File: src/rtl/blkwr_pkg.sv
package blkwr_pkg;

    typedef enum logic [2:0] {
        ST_IDLE,
        ST_HEADER,
        ST_DATA,
        ST_CRC_A,
        ST_CRC_B
    } blkwr_state_e;

    localparam logic [3:0] HDR_TAG        = 4'hF;
    localparam logic [3:0] ORD_OPEN       = 4'd1;
    localparam logic [3:0] ORD_MIDDLE     = 4'd2;
    localparam logic [3:0] ORD_CLOSE      = 4'd3;
    localparam int         MIN_BLOCK_BYTES = 5;

endpackage

File: src/rtl/blkwr_hdr_check.sv
module blkwr_hdr_check #(
    parameter int SIZE_W    = 24,
    parameter int PKT_BYTES = 8192
) (
    input  logic [7:0]        hdr_byte,
    input  logic [SIZE_W-1:0] remaining,
    input  logic              first_pkt,
    output logic              hdr_ok
);
    import blkwr_pkg::*;

    localparam logic [SIZE_W-1:0] PKT_LIMIT = SIZE_W'(PKT_BYTES);

    logic [3:0] want_order;

    always_comb begin
        if (remaining <= PKT_LIMIT) begin
            want_order = ORD_CLOSE;
        end else if (first_pkt) begin
            want_order = ORD_OPEN;
        end else begin
            want_order = ORD_MIDDLE;
        end
        hdr_ok = (hdr_byte[7:4] == HDR_TAG) && (hdr_byte[3:0] == want_order);
    end

endmodule

File: src/rtl/blkwr_len_track.sv
module blkwr_len_track #(
    parameter int ADDR_W    = 24,
    parameter int SIZE_W    = 24,
    parameter int PKT_BYTES = 8192,
    localparam int PKT_W    = $clog2(PKT_BYTES + 1)
) (
    input  logic              clk,
    input  logic              rst_n,
    input  logic              load,
    input  logic              open_pkt,
    input  logic              take_byte,
    input  logic [ADDR_W-1:0] ld_addr,
    input  logic [SIZE_W-1:0] ld_size,
    output logic [SIZE_W-1:0] remaining,
    output logic [PKT_W-1:0]  pkt_left,
    output logic [ADDR_W-1:0] cur_addr,
    output logic              first_pkt
);
    localparam logic [SIZE_W-1:0] PKT_LIMIT = SIZE_W'(PKT_BYTES);
    localparam logic [PKT_W-1:0]  PKT_FULL  = PKT_W'(PKT_BYTES);
    localparam logic [SIZE_W-1:0] ONE_S     = SIZE_W'(1);
    localparam logic [PKT_W-1:0]  ONE_P     = PKT_W'(1);
    localparam logic [ADDR_W-1:0] ONE_A     = ADDR_W'(1);

    always_ff @(posedge clk or negedge rst_n) begin
        if (!rst_n) begin
            remaining <= '0;
            pkt_left  <= '0;
            cur_addr  <= '0;
            first_pkt <= 1'b0;
        end else if (load) begin
            remaining <= ld_size;
            pkt_left  <= '0;
            cur_addr  <= ld_addr;
            first_pkt <= 1'b1;
        end else if (open_pkt) begin
            pkt_left  <= (remaining <= PKT_LIMIT) ? PKT_W'(remaining) : PKT_FULL;
            first_pkt <= 1'b0;
        end else if (take_byte) begin
            remaining <= remaining - ONE_S;
            pkt_left  <= pkt_left - ONE_P;
            cur_addr  <= cur_addr + ONE_A;
        end
    end

    AST_PKT_BOUND: assert property (@(posedge clk) disable iff (!rst_n)
        pkt_left <= PKT_FULL);

    AST_PKT_SHRINK: assert property (@(posedge clk) disable iff (!rst_n)
        (take_byte && !load && !open_pkt) |=> (pkt_left == $past(pkt_left) - ONE_P));

endmodule

File: src/rtl/blkwr_pkt_rx.sv
module blkwr_pkt_rx #(
    parameter int ADDR_W    = 24,
    parameter int SIZE_W    = 24,
    parameter int PKT_BYTES = 8192
) (
    input  logic              clk,
    input  logic              rst_n,
    input  logic              cmd_start,
    input  logic [ADDR_W-1:0] cmd_addr,
    input  logic [SIZE_W-1:0] cmd_size,
    input  logic              cmd_crc_en,
    input  logic              cs_active,
    input  logic              rx_valid,
    input  logic [7:0]        rx_byte,
    output logic              wr_en,
    output logic [ADDR_W-1:0] wr_addr,
    output logic [7:0]        wr_data,
    output logic              done,
    output logic              err
);
    import blkwr_pkg::*;

    localparam int PKT_W = $clog2(PKT_BYTES + 1);
    localparam logic [SIZE_W-1:0] MIN_SZ = SIZE_W'(MIN_BLOCK_BYTES);
    localparam logic [SIZE_W-1:0] ONE_S  = SIZE_W'(1);
    localparam logic [PKT_W-1:0]  ONE_P  = PKT_W'(1);

    blkwr_state_e state, nxt_state;

    logic              crc_q;
    logic              do_load, do_open, do_take, do_fin, do_fail;
    logic              hdr_ok;
    logic [SIZE_W-1:0] remaining;
    logic [PKT_W-1:0]  pkt_left;
    logic [ADDR_W-1:0] cur_addr;
    logic              first_pkt;

    blkwr_len_track #(
        .ADDR_W   (ADDR_W),
        .SIZE_W   (SIZE_W),
        .PKT_BYTES(PKT_BYTES)
    ) u_track (
        .clk      (clk),
        .rst_n    (rst_n),
        .load     (do_load),
        .open_pkt (do_open),
        .take_byte(do_take),
        .ld_addr  (cmd_addr),
        .ld_size  (cmd_size),
        .remaining(remaining),
        .pkt_left (pkt_left),
        .cur_addr (cur_addr),
        .first_pkt(first_pkt)
    );

    blkwr_hdr_check #(
        .SIZE_W   (SIZE_W),
        .PKT_BYTES(PKT_BYTES)
    ) u_hdr (
        .hdr_byte (rx_byte),
        .remaining(remaining),
        .first_pkt(first_pkt),
        .hdr_ok   (hdr_ok)
    );

    // State register
    always_ff @(posedge clk or negedge rst_n) begin
        if (!rst_n) begin
            state <= ST_IDLE;
            crc_q <= 1'b0;
        end else begin
            state <= nxt_state;
            if (do_load) begin
                crc_q <= cmd_crc_en;
            end
        end
    end

    // Next state and control strobes
    always_comb begin
        nxt_state = state;
        do_load   = 1'b0;
        do_open   = 1'b0;
        do_take   = 1'b0;
        do_fin    = 1'b0;
        do_fail   = 1'b0;
        unique case (state)
            ST_IDLE: begin
                if (cmd_start) begin
                    if (cmd_size < MIN_SZ) begin
                        do_fail = 1'b1;
                    end else begin
                        do_load   = 1'b1;
                        nxt_state = ST_HEADER;
                    end
                end
            end
            ST_HEADER: begin
                if (!cs_active) begin
                    do_fail   = 1'b1;
                    nxt_state = ST_IDLE;
                end else if (rx_valid) begin
                    if (hdr_ok) begin
                        do_open   = 1'b1;
                        nxt_state = ST_DATA;
                    end else begin
                        do_fail   = 1'b1;
                        nxt_state = ST_IDLE;
                    end
                end
            end
            ST_DATA: begin
                if (!cs_active) begin
                    do_fail   = 1'b1;
                    nxt_state = ST_IDLE;
                end else if (rx_valid) begin
                    do_take = 1'b1;
                    if (pkt_left == ONE_P) begin
                        if (crc_q) begin
                            nxt_state = ST_CRC_A;
                        end else if (remaining == ONE_S) begin
                            do_fin    = 1'b1;
                            nxt_state = ST_IDLE;
                        end else begin
                            nxt_state = ST_HEADER;
                        end
                    end
                end
            end
            ST_CRC_A: begin
                if (!cs_active) begin
                    do_fail   = 1'b1;
                    nxt_state = ST_IDLE;
                end else if (rx_valid) begin
                    nxt_state = ST_CRC_B;
                end
            end
            ST_CRC_B: begin
                if (!cs_active) begin
                    do_fail   = 1'b1;
                    nxt_state = ST_IDLE;
                end else if (rx_valid) begin
                    if (remaining == '0) begin
                        do_fin    = 1'b1;
                        nxt_state = ST_IDLE;
                    end else begin
                        nxt_state = ST_HEADER;
                    end
                end
            end
            default: nxt_state = ST_IDLE;
        endcase
    end

    // Registered outputs
    always_ff @(posedge clk or negedge rst_n) begin
        if (!rst_n) begin
            wr_en   <= 1'b0;
            wr_addr <= '0;
            wr_data <= '0;
            done    <= 1'b0;
            err     <= 1'b0;
        end else begin
            wr_en <= do_take;
            done  <= do_fin;
            err   <= do_fail;
            if (do_take) begin
                wr_addr <= cur_addr;
                wr_data <= rx_byte;
            end
        end
    end

    AST_SHORT_REJECT: assert property (@(posedge clk) disable iff (!rst_n)
        (state == ST_IDLE && cmd_start && cmd_size < MIN_SZ) |=> (err && !wr_en && state == ST_IDLE));

    AST_BAD_TAG: assert property (@(posedge clk) disable iff (!rst_n)
        (state == ST_HEADER && cs_active && rx_valid && rx_byte[7:4] != HDR_TAG) |=> err);

    AST_WR_FROM_DATA: assert property (@(posedge clk) disable iff (!rst_n)
        wr_en |-> $past(state == ST_DATA));

    AST_DONE_DRAINED: assert property (@(posedge clk) disable iff (!rst_n)
        done |-> (remaining == '0 && state == ST_IDLE));

    AST_CS_ABORT: assert property (@(posedge clk) disable iff (!rst_n)
        (state != ST_IDLE && !cs_active) |=> (err && state == ST_IDLE));

    AST_STALL_HOLD: assert property (@(posedge clk) disable iff (!rst_n)
        (state != ST_IDLE && cs_active && !rx_valid) |=> ($stable(state) && !wr_en));

    AST_DATA_NONEMPTY: assert property (@(posedge clk) disable iff (!rst_n)
        (state == ST_DATA) |-> (pkt_left != '0));

endmodule

File: config.mk
export PLATFORM = sky130hd
export DESIGN_NAME = blkwr_pkt_rx
export DESIGN_NICKNAME = d
export VERILOG_FILES = /design/src/rtl/blkwr_pkg.sv /design/src/rtl/blkwr_hdr_check.sv /design/src/rtl/blkwr_len_track.sv /design/src/rtl/blkwr_pkt_rx.sv
export SDC_FILE = /design/constraint.sdc
export NUM_CORES = 1
export LEC_CHECK = 0
export CORE_MARGIN = 2
export CORE_UTILIZATION = 25
export CTS_CLUSTER_DIAMETER = 80
export DETAILED_ROUTE_END_ITERATION = 8
export DONT_BUFFER_PORTS = 1
export MAX_ROUTING_LAYER = met4
export SLEW_MARGIN = 15
export SYNTH_ARGS = -nofsm -noshare
export SYNTH_HDL_FRONTEND = slang
export SYNTH_SLANG_ARGS = --single-unit
File: constraint.sdc
create_clock -name clk -period 3.19 [get_ports clk]
set_input_delay 0.957 -clock clk [delete_from_list [all_inputs] [get_ports clk]]
set_output_delay 0.957 -clock clk [all_outputs]
set_load 0.1 [all_outputs]
# After elaboration in Yosys (flattened, before gate mapping)
# Cells that the tools add are included.
# word_totals
register_bits,102
out_inout_bits,35
inputBits,62
word_cells,97
# classes
eq_ne,16
reduce_logical,9
addsub,3
mux,56
magnitude_cmp,2
# op_table
operator,count
two-way mux 24 bit,6
two-way mux 14 bit,4
two-way mux 3 bit,11
two-way mux 1 bit,28
adder 24 x 1 -> 24 bit (second input constant),1
== test 24 x 1 -> 1 bit (second input constant),1
less-or-equal comparator 24 x 14 -> 1 bit (second input constant),1
logical NOT 24 bit,1
less-than comparator 24 x 3 -> 1 bit (second input constant),1
subtractor 24 x 1 -> 24 bit (second input constant),1
inequality test 3 bit (second input constant),5
case mux 3 bit (5 select lines),1
== test 14 x 1 -> 1 bit (second input constant),1
subtractor 14 x 1 -> 14 bit (second input constant),1
AND reduction 7 bit,1
== test 3 x 2 -> 1 bit (second input constant),2
two-way mux 2 bit,3
inequality test 2 bit (second input constant),3
== test 4 bit,1
== test 4 bit (second input constant),1
two-way mux 4 bit,1
nonzero test 2 bit,2
== test 3 x 1 -> 1 bit (second input constant),1
== test 3 bit (second input constant),1
7 further kinds,7

# Logic depth before layout (Yosys ltp)
# Gate-level depths: netlist of the first run.
# depth
ltp_word,10
ltp_mapped,9
ltp_nobuf,8

# Modules after synthesis
# A second synthesis of the first run with hierarchy kept.
# unflattened
cells_unflattened,563
area_unflattened_um2,5560.3
# modules_own_cells
module,cells_per_inst,seq_area_each_um2,area_each_um2,instances
blkwr_len_track,405,1576.5,3674.8,1
blkwr_pkt_rx,138,975.9,1767.9,1
blkwr_hdr_check,20,0.0,117.6,1

# Worst setup path before layout of the first run
# Ideal clock, no wire load.
# synth_timing
path_kind,input port to flip-flop
startpoint,input port cs_active
endpoint,register u_track.cur_addr[4]
stages,8
n_path_buf,2
arrival_time_ps,2519
setup_time_ps,121
slack_ps,550
required_ps,3069
path_cell_list,nor4bb_1 > nand2_1 > clkinv_1 > clkbuf_1 > buf_1 > nand2_1 > a21oi_1 > nor2_1
# synth_via
elab_chain_len,4
word_cells_on_any_way,7
classes_between,eq/ne: 1; mux: 4; reduce/logical: 2
# synth_lines
element,line,rtl
"start, declared",blkwr_pkt_rx.sv:12,"input logic cs_active,"
"two-way mux 1 bit, on equally long branches","blkwr_pkt_rx.sv:99, blkwr_pkt_rx.sv:113",
two-way mux 1 bit,blkwr_pkt_rx.sv:87,unique case (state)
inequality test 2 bit (no line) or nonzero test 2 bit (tied branches),--,
AND reduction 2 bit (no line) *,--,
"end signal, assigned",blkwr_len_track.sv:34,cur_addr <= ld_addr;
"end signal, assigned",blkwr_len_track.sv:42,cur_addr <= cur_addr + ONE_A;
"end, declared",blkwr_len_track.sv:16,"output logic [ADDR_W-1:0] cur_addr,"
# Every way passes the cells marked *; elsewhere a longest branch is shown, timed or not.
# A chain may end at the register's enable or synchronous reset.

# Worst setup path after layout of the first run
# layout_timing
startpoint,register u_track.remaining[1]
endpoint,register u_track.pkt_left[7]
# layout_via
elab_chain_len,10
word_cells_on_any_way,12
classes_between,order compare: 1; eq/ne: 1; mux: 8; reduce/logical: 2
# layout_lines
element,line,rtl
"start, declared",blkwr_len_track.sv:14,"output logic [SIZE_W-1:0] remaining,"
"start signal, assigned",blkwr_len_track.sv:32,remaining <= ld_size;
"start signal, assigned",blkwr_len_track.sv:40,remaining <= remaining - ONE_S;
less-or-equal comparator 24 x 14 -> 1 bit *,"blkwr_hdr_check.sv:17, blkwr_len_track.sv:37",
two-way mux 4 bit,blkwr_hdr_check.sv:17,if (remaining <= PKT_LIMIT) begin
== test 4 bit,blkwr_hdr_check.sv:24,hdr_ok = (hdr_byte[7:4] == HDR_TAG) && (hdr_byte[3:0] == want_order);
logical AND 1 bit,blkwr_hdr_check.sv:24,
two-way mux 1 bit,blkwr_pkt_rx.sv:103,if (hdr_ok) begin
two-way mux 1 bit,blkwr_pkt_rx.sv:102,end else if (rx_valid) begin
two-way mux 1 bit,blkwr_pkt_rx.sv:99,if (!cs_active) begin
two-way mux 1 bit,blkwr_pkt_rx.sv:87,
two-way mux 14 bit,blkwr_len_track.sv:36,end else if (open_pkt) begin
two-way mux 14 bit,blkwr_len_track.sv:31,end else if (load) begin
"end signal, assigned",blkwr_len_track.sv:37,pkt_left <= (remaining <= PKT_LIMIT) ? PKT_W'(remaining) : PKT_FULL;
"end signal, assigned",blkwr_len_track.sv:41,pkt_left <= pkt_left - ONE_P;
"end, declared",blkwr_len_track.sv:15,"output logic [PKT_W-1:0] pkt_left,"
# Marks and branches as above.

==> results of run 1 <==
[per-layer routing]
| layer | vias to the layer above | GRT usage [%] | share of wire, % |
|---|---|---|---|
| li1 | 2306 | - | - |
| met1 | 2308 | 21.2 | 46 |
| met2 | 174 | 20.5 | 43 |
| met3 | 12 | 5.63 | 10 |
| met4 | 0 | 4.11 | 1.3 |
| met5 | - | - | 0 |
[placed cells by master, fill, tap and decap left out, drive strengths merged, types with 7 or more instances in the layout]
cell | synthesis | final
nor3 | 26 | 26
and3 | 10 | 10
clkbuf | 23 | 9
buf | 8 | 27
a311oi | 7 | 7
xor2 | 12 | 12
or4 | 8 | 8
dfrtp | 102 | 102
o21ai | 44 | 44
nor2 | 53 | 53
a21oi | 29 | 29
a211oi | 7 | 7
nor4 | 12 | 12
nand3 | 30 | 30
o22ai | 11 | 11
nand2 | 162 | 162
inv | 9 | 13
nand4 | 10 | 10
[power by group through the flow]
stage	sequential [mW]	combinational, mW	clock (mW)
finish	3.93	1.84	1.17
CTS	3.93	1.85	1.20
global route	4.03	2.09	1.25
floorplan	3.80	1.33	0
detailed placement	3.95	1.83	0
global placement	3.94	1.80	0
[cells in the mapped netlist, types with 7 or more instances]
| cell | instances | share of area, % |
|---|---|---|
| nand2_1 | 162 | 11 |
| dfrtp_1 | 102 | 47 |
| nor2_1 | 53 | 3.7 |
| o21ai_0 | 34 | 3.2 |
| nand3_1 | 30 | 2.8 |
| a21oi_1 | 29 | 2.7 |
| nor3_1 | 26 | 2.4 |
| clkbuf_1 | 23 | 1.6 |
| xor2_1 | 12 | 2.0 |
| nor4_1 | 11 | 1.3 |
| o22ai_1 | 11 | 1.3 |
| nand4_1 | 10 | 1.2 |
| o21ai_1 | 10 | 0.93 |
| and3_1 | 9 | 1.0 |
| inv_1 | 9 | 0.63 |
| a211oi_1 | 7 | 0.98 |
| a311oi_1 | 7 | 1.1 |
[flip-flops by register name (all words and copies together) (netlist names)]
register,count
err,1
wr_en,1
u_track.first_pkt,1
u_track.cur_addr,24
done,1
wr_data,8
wr_addr,24
state,3
u_track.pkt_left,14
u_track.remaining,24
crc_q,1
[final timing paths]
path | startpoint | endpoint | cells after the start
min in group clk | u_track.cur_addr[23] | wr_addr[23] | 2
worst max-delay path | u_track.remaining[1] | u_track.pkt_left[7] | 9
worst min-delay path | rst_n | u_track.remaining[4] | 0
worst min register to register | u_track.cur_addr[23] | wr_addr[23] | 2
worst max register to register | u_track.remaining[1] | u_track.pkt_left[7] | 9
max in group asynchronous | rst_n | wr_addr[9] | 0
[kinds of logic (layout without fill, tap and decap cells)]
group	count (synthesis)	count (layout)	share of synthesized area (%)
simple gates	336	336	29.0
compound gates	136	136	16.2
flops	102	102	47.4
buf+inv	41	53	3.06
xor+xnor	15	15	2.44
fa+ha+maj	7	7	1.58
mux	2	2	0.372
[worst max-delay path, stage by stage, from the launching register on]
cell      delay [ps]
dfrtp_1          380
inv_1            120
ha_1             250
or3b_2           450
o41a_1           400
a211oi_1         450
nor4_4           110
buf_12           180
a221oi_1         230
a21oi_1           60
[area by class of cell]
cell class	instances	area [um2]
clock inverters	7	81.3
fillers	2251	14900
multi-input cells	496	2690
clock buffers	9	225
inverters	10	37.5
well taps	275	344
repair buffers	27	240
flip-flops and latches	102	2550
[stage by stage]
stage               worst slack, ps  cells  utilization (%)  hold WS, ps
finish                          419    926             29.2          282
detailed placement              307    910             27.8          470
CTS                             412    926             29.2          274
floorplan                       550    639                -          453
global route                    163    926             29.2          269
global placement                281    910             27.8          475
==> flow_metrics.env, run 1 <==
export IMPL_portBuffers=0
export IMPL_grt_max_degree=103
export IMPL_design_area_mm2=0.00617
export IMPL_max_freq_mhz=361
export IMPL_core_area_mm2=0.0211
export IMPL_cts_hold_buf=0
export IMPL_p_clk_share_pct=16.9
export IMPL_ant_nets=0
export IMPL_tightest_slew_ps=964
export IMPL_required_ps=3430
export IMPL_firstDrtPassIters=5
export IMPL_clock_path_buffers=2
export IMPL_yosysSeqAreaShare_pct=47.4
export IMPL_clk_pin_slew_ps=80
export IMPL_hold_class="in2async"
export IMPL_cts_htree_levels=3
export IMPL_syn_area_mm2=0.00539
export IMPL_grt_pass1_vias=4569
export IMPL_dieWidth_um=151
export IMPL_p_total_mw=6.95
export IMPL_num_vias=4800
export IMPL_cts_root_buffer_cell="clkbuf_16"
export IMPL_cts_sinks=102
export IMPL_numCtsBuffers=9
export IMPL_grt_pass1_wl_um=25800
export IMPL_gr_total_overflow=0
export IMPL_antenna_found_initial=0
export IMPL_finClkSkew_ps=7.59
export IMPL_drc=0
export IMPL_reg2reg_slack_ps=420
export IMPL_synth_edf_count=0
export IMPL_hpwlAfterDp_um=11800
export IMPL_wl_um=16600
export IMPL_status="finished clean"
export IMPL_ctsResizeCount=0
export IMPL_ys_async_sr_fraction_pct=100
export IMPL_p_per_area_mw_per_mm2=1130
export IMPL_num_rows=53
export IMPL_drv_cap=0
export IMPL_die_area_mm2=0.0227
export IMPL_power_switching_mw=3.71
export IMPL_dr_first_iter_drc_count=383
export IMPL_place_area_mm2=0.00586
export IMPL_hold_viol_final=0
export IMPL_timing_final_crit_share_pct=86.9
export IMPL_nets=714
export IMPL_synthFlopType="dfrtp_1"
export IMPL_rsz0062_at_grt="false"
export IMPL_areaGrowthSynthToFinish_pct=14.4
export IMPL_p_int_mw=3.24
export IMPL_vdd_drop_max_mv=0.296
export IMPL_num_antenna_cells=0
export IMPL_tritoncts="yes"
export IMPL_swShare_pct=53.4
export IMPL_path_class="reg2reg"
export IMPL_syn_avg_cell_area_um2=8.43
export IMPL_yosys_warnings=0
export IMPL_endpoint_kind="flip-flop"
export IMPL_start_util_pct=25.6
export IMPL_max_slew_margin_rel_pct=35.7
export IMPL_final_setup_viol_count=0
export IMPL_gp_congestion=0.869
export IMPL_syn_inst=639
export IMPL_startpoint_type="flip-flop"
export IMPL_drv_slew=0
export IMPL_clock_latency_ps=370
export IMPL_layout_drive_gt1_share_pct=9.68
export IMPL_track_usage_pct=15.2
export IMPL_fin_crit_ps=2770
export IMPL_avgViaCountPerCell=5.18
export IMPL_fin_tns_setup_ps=0
export IMPL_ys_ff_latch=102
export IMPL_fp_dieH_um=151
export IMPL_crit_fanout=28
export IMPL_ioPinCount=97
export IMPL_power_leakage_nw=2.53
export IMPL_wire_per_inst_um=17.9
export IMPL_yosysUniqueCellTypes=56
export IMPL_synth_fp_nets=707
export IMPL_p_seq_share_pct=56.6
export IMPL_power_frac_comb_pct=26.5
export IMPL_cp_arrival_ps=3020
export IMPL_postCtsSetupBuffers=0
(Power assumes the default switching activity.)
==> run 2: changes to the inputs <==
Settings changed: CORE_ASPECT_RATIO set to 1.25.
==> run 2 against run 1 <==
  * Combinational power is 2% lower
  * Critical path depth stayed put
  * Global-route usage is 0.25 points lower
==> flow_metrics.env, run 2 (same netlist as run 1, synthesis figures left out) <==
export IMPL_clock_path_buffers=2
export IMPL_cp_cell_sequence="inv_1 -> ha_1 -> or3b_2 -> o41a_1 -> a211oi_1 -> nor4_4 -> buf_12 -> a221oi_1 -> a21oi_1"
export IMPL_vdd_drop_max_mv=0.441
export IMPL_drv_cap=0
export IMPL_core_area_mm2=0.0213
export IMPL_worst_slack_ps=456
export IMPL_num_vias=4695
export IMPL_start_util_pct=25.3
export IMPL_wl_um=16200
export IMPL_final_seq_area_mm2=0.00255
export IMPL_cts_htree_levels=3
export IMPL_p_total_mw=6.85
export IMPL_postCtsSetupBuffers=0
export IMPL_die_area_mm2=0.0228
export IMPL_grt_pass1_vias=4729
export IMPL_final_setup_viol_count=0
export IMPL_grt_max_degree=103
export IMPL_cp_arrival_ps=2960
export IMPL_tritoncts="yes"
export IMPL_crit_fanout=28
export IMPL_nets=712
export IMPL_hold_class="in2async"
export IMPL_areaGrowthSynthToFinish_pct=14.1
export IMPL_layout_drive_gt1_share_pct=9.24
export IMPL_r2r_cells=9
export IMPL_fp_dieH_um=168
export IMPL_crit_slowest_cell="a211oi_1"
export IMPL_hpwlAfterDp_um=11800
export IMPL_tightest_slew_ps=948
export IMPL_multi_input_area_mm2=0.00269
export IMPL_avgViaCountPerCell=5.05
export IMPL_dieWidth_um=135
export IMPL_path_buf_inv=2
export IMPL_dr_first_iter_drc_count=270
export IMPL_crit_family="compound AO/OA/AOI/OAI gates"
export IMPL_dp_slack_ps=170
export IMPL_max_freq_mhz=366
export IMPL_ctsResizeCount=0
export IMPL_clock_latency_ps=350
export IMPL_p_per_area_mw_per_mm2=1110
export IMPL_portBuffers=0
export IMPL_endpoint_kind="flip-flop"
export IMPL_max_slew_margin_rel_pct=36.8
export IMPL_utilization_pct=28.8
export IMPL_layout_common_cells="161 x nand2_1, 102 x dfrtp_1, 53 x nor2_1"
export IMPL_startpoint_type="flip-flop"
export IMPL_rsz0062_at_grt="false"
export IMPL_hold_viol_final=0
export IMPL_ant_nets=0
export IMPL_num_rows=60
export IMPL_drv_slew=0
export IMPL_whs_ps=303
export IMPL_timing_final_crit_share_pct=85.7
export IMPL_path_class="reg2reg"
export IMPL_track_usage_pct=14.9
export IMPL_cts_hold_buf=0
export IMPL_finClkSkew_ps=10.0
export IMPL_status="finished clean"
export IMPL_fin_tns_setup_ps=0
export IMPL_firstDrtPassIters=5
export IMPL_clk_pin_slew_ps=80
export IMPL_reg_largest_list="u_track.cur_addr x24, u_track.remaining x24, wr_addr x24"
export IMPL_required_ps=3420
export IMPL_cts_sinks=102
export IMPL_fillers=2296
export IMPL_antenna_found_initial=1
export IMPL_ioPinCount=97
export IMPL_drc=0
export IMPL_wire_per_inst_um=17.4
export IMPL_gr_total_overflow=0
export IMPL_cp_depth=9
export IMPL_cts_root_buffer_cell="clkbuf_16"
export IMPL_final_common_cell="nand2_1"
export IMPL_gp_congestion=0.881
export IMPL_cpPeakStageDelay_ps=470
export IMPL_numCtsBuffers=9
export IMPL_fin_crit_ps=2730
export IMPL_grt_pass1_wl_um=25900
export IMPL_power_leakage_nw=2.52
run 2: through the flow:
stage / std cells / instance area [um2]
floorplan: 639 / 5390
global placement: 912 / 5860
detailed placement: 912 / 5860
CTS: 928 / 6150
global route: 929 / 6150
finish: 929 / 6150
run 2: worst register-to-register path: cells and delay by family (launching register included):
family | cells | cell delay (ps)
AO/OA/AOI/OAI | 4 | 1130
adder cells (fa/ha/maj) | 1 | 190
flip-flops | 1 | 420
buffers and inverters | 2 | 330
AND/OR/NAND/NOR | 2 | 560
run 2: final timing paths:
kind,startpoint,to,slack [ps]
max in group asynchronous,rst_n,u_track.cur_addr[21],2720
hold reg to reg,u_track.cur_addr[23],wr_addr[23],500
hold / removal,rst_n,wr_addr[9],300
setup / recovery,u_track.remaining[1],u_track.pkt_left[9],460
setup reg to reg,u_track.remaining[1],u_track.pkt_left[9],460
min in group clk,u_track.cur_addr[23],wr_addr[23],500
run 2: report_power, final:
group | internal (mW) | total, mW | switching [mW]
registers | 1.84 | 3.97 | 2.13
clock network | 0.545 | 1.08 | 0.534
logic | 0.784 | 1.80 | 1.02
total | 3.17 | 6.85 | 3.68
run 2: area by class of cell:
| type | count | share of cell area (%) |
|---|---|---|
| antenna | 1 | 0.0407 |
| clock buffer | 10 | 3.72 |
| clock inverter | 6 | 0.875 |
| inverter | 10 | 0.611 |
| multi-input combinational | 496 | 43.7 |
| sequential | 102 | 41.5 |
| tap | 279 | 5.68 |
| timing repair buffer | 25 | 3.87 |
run 2: metal layers:
metal  track usage, %  routed length [um]  up-vias
met5                -                   0        -
met4             4.85                 350        0
met3             4.22                1070       21
met2             25.7                8320      106
met1             16.7                6460     2268
li1                 -                   -     2300
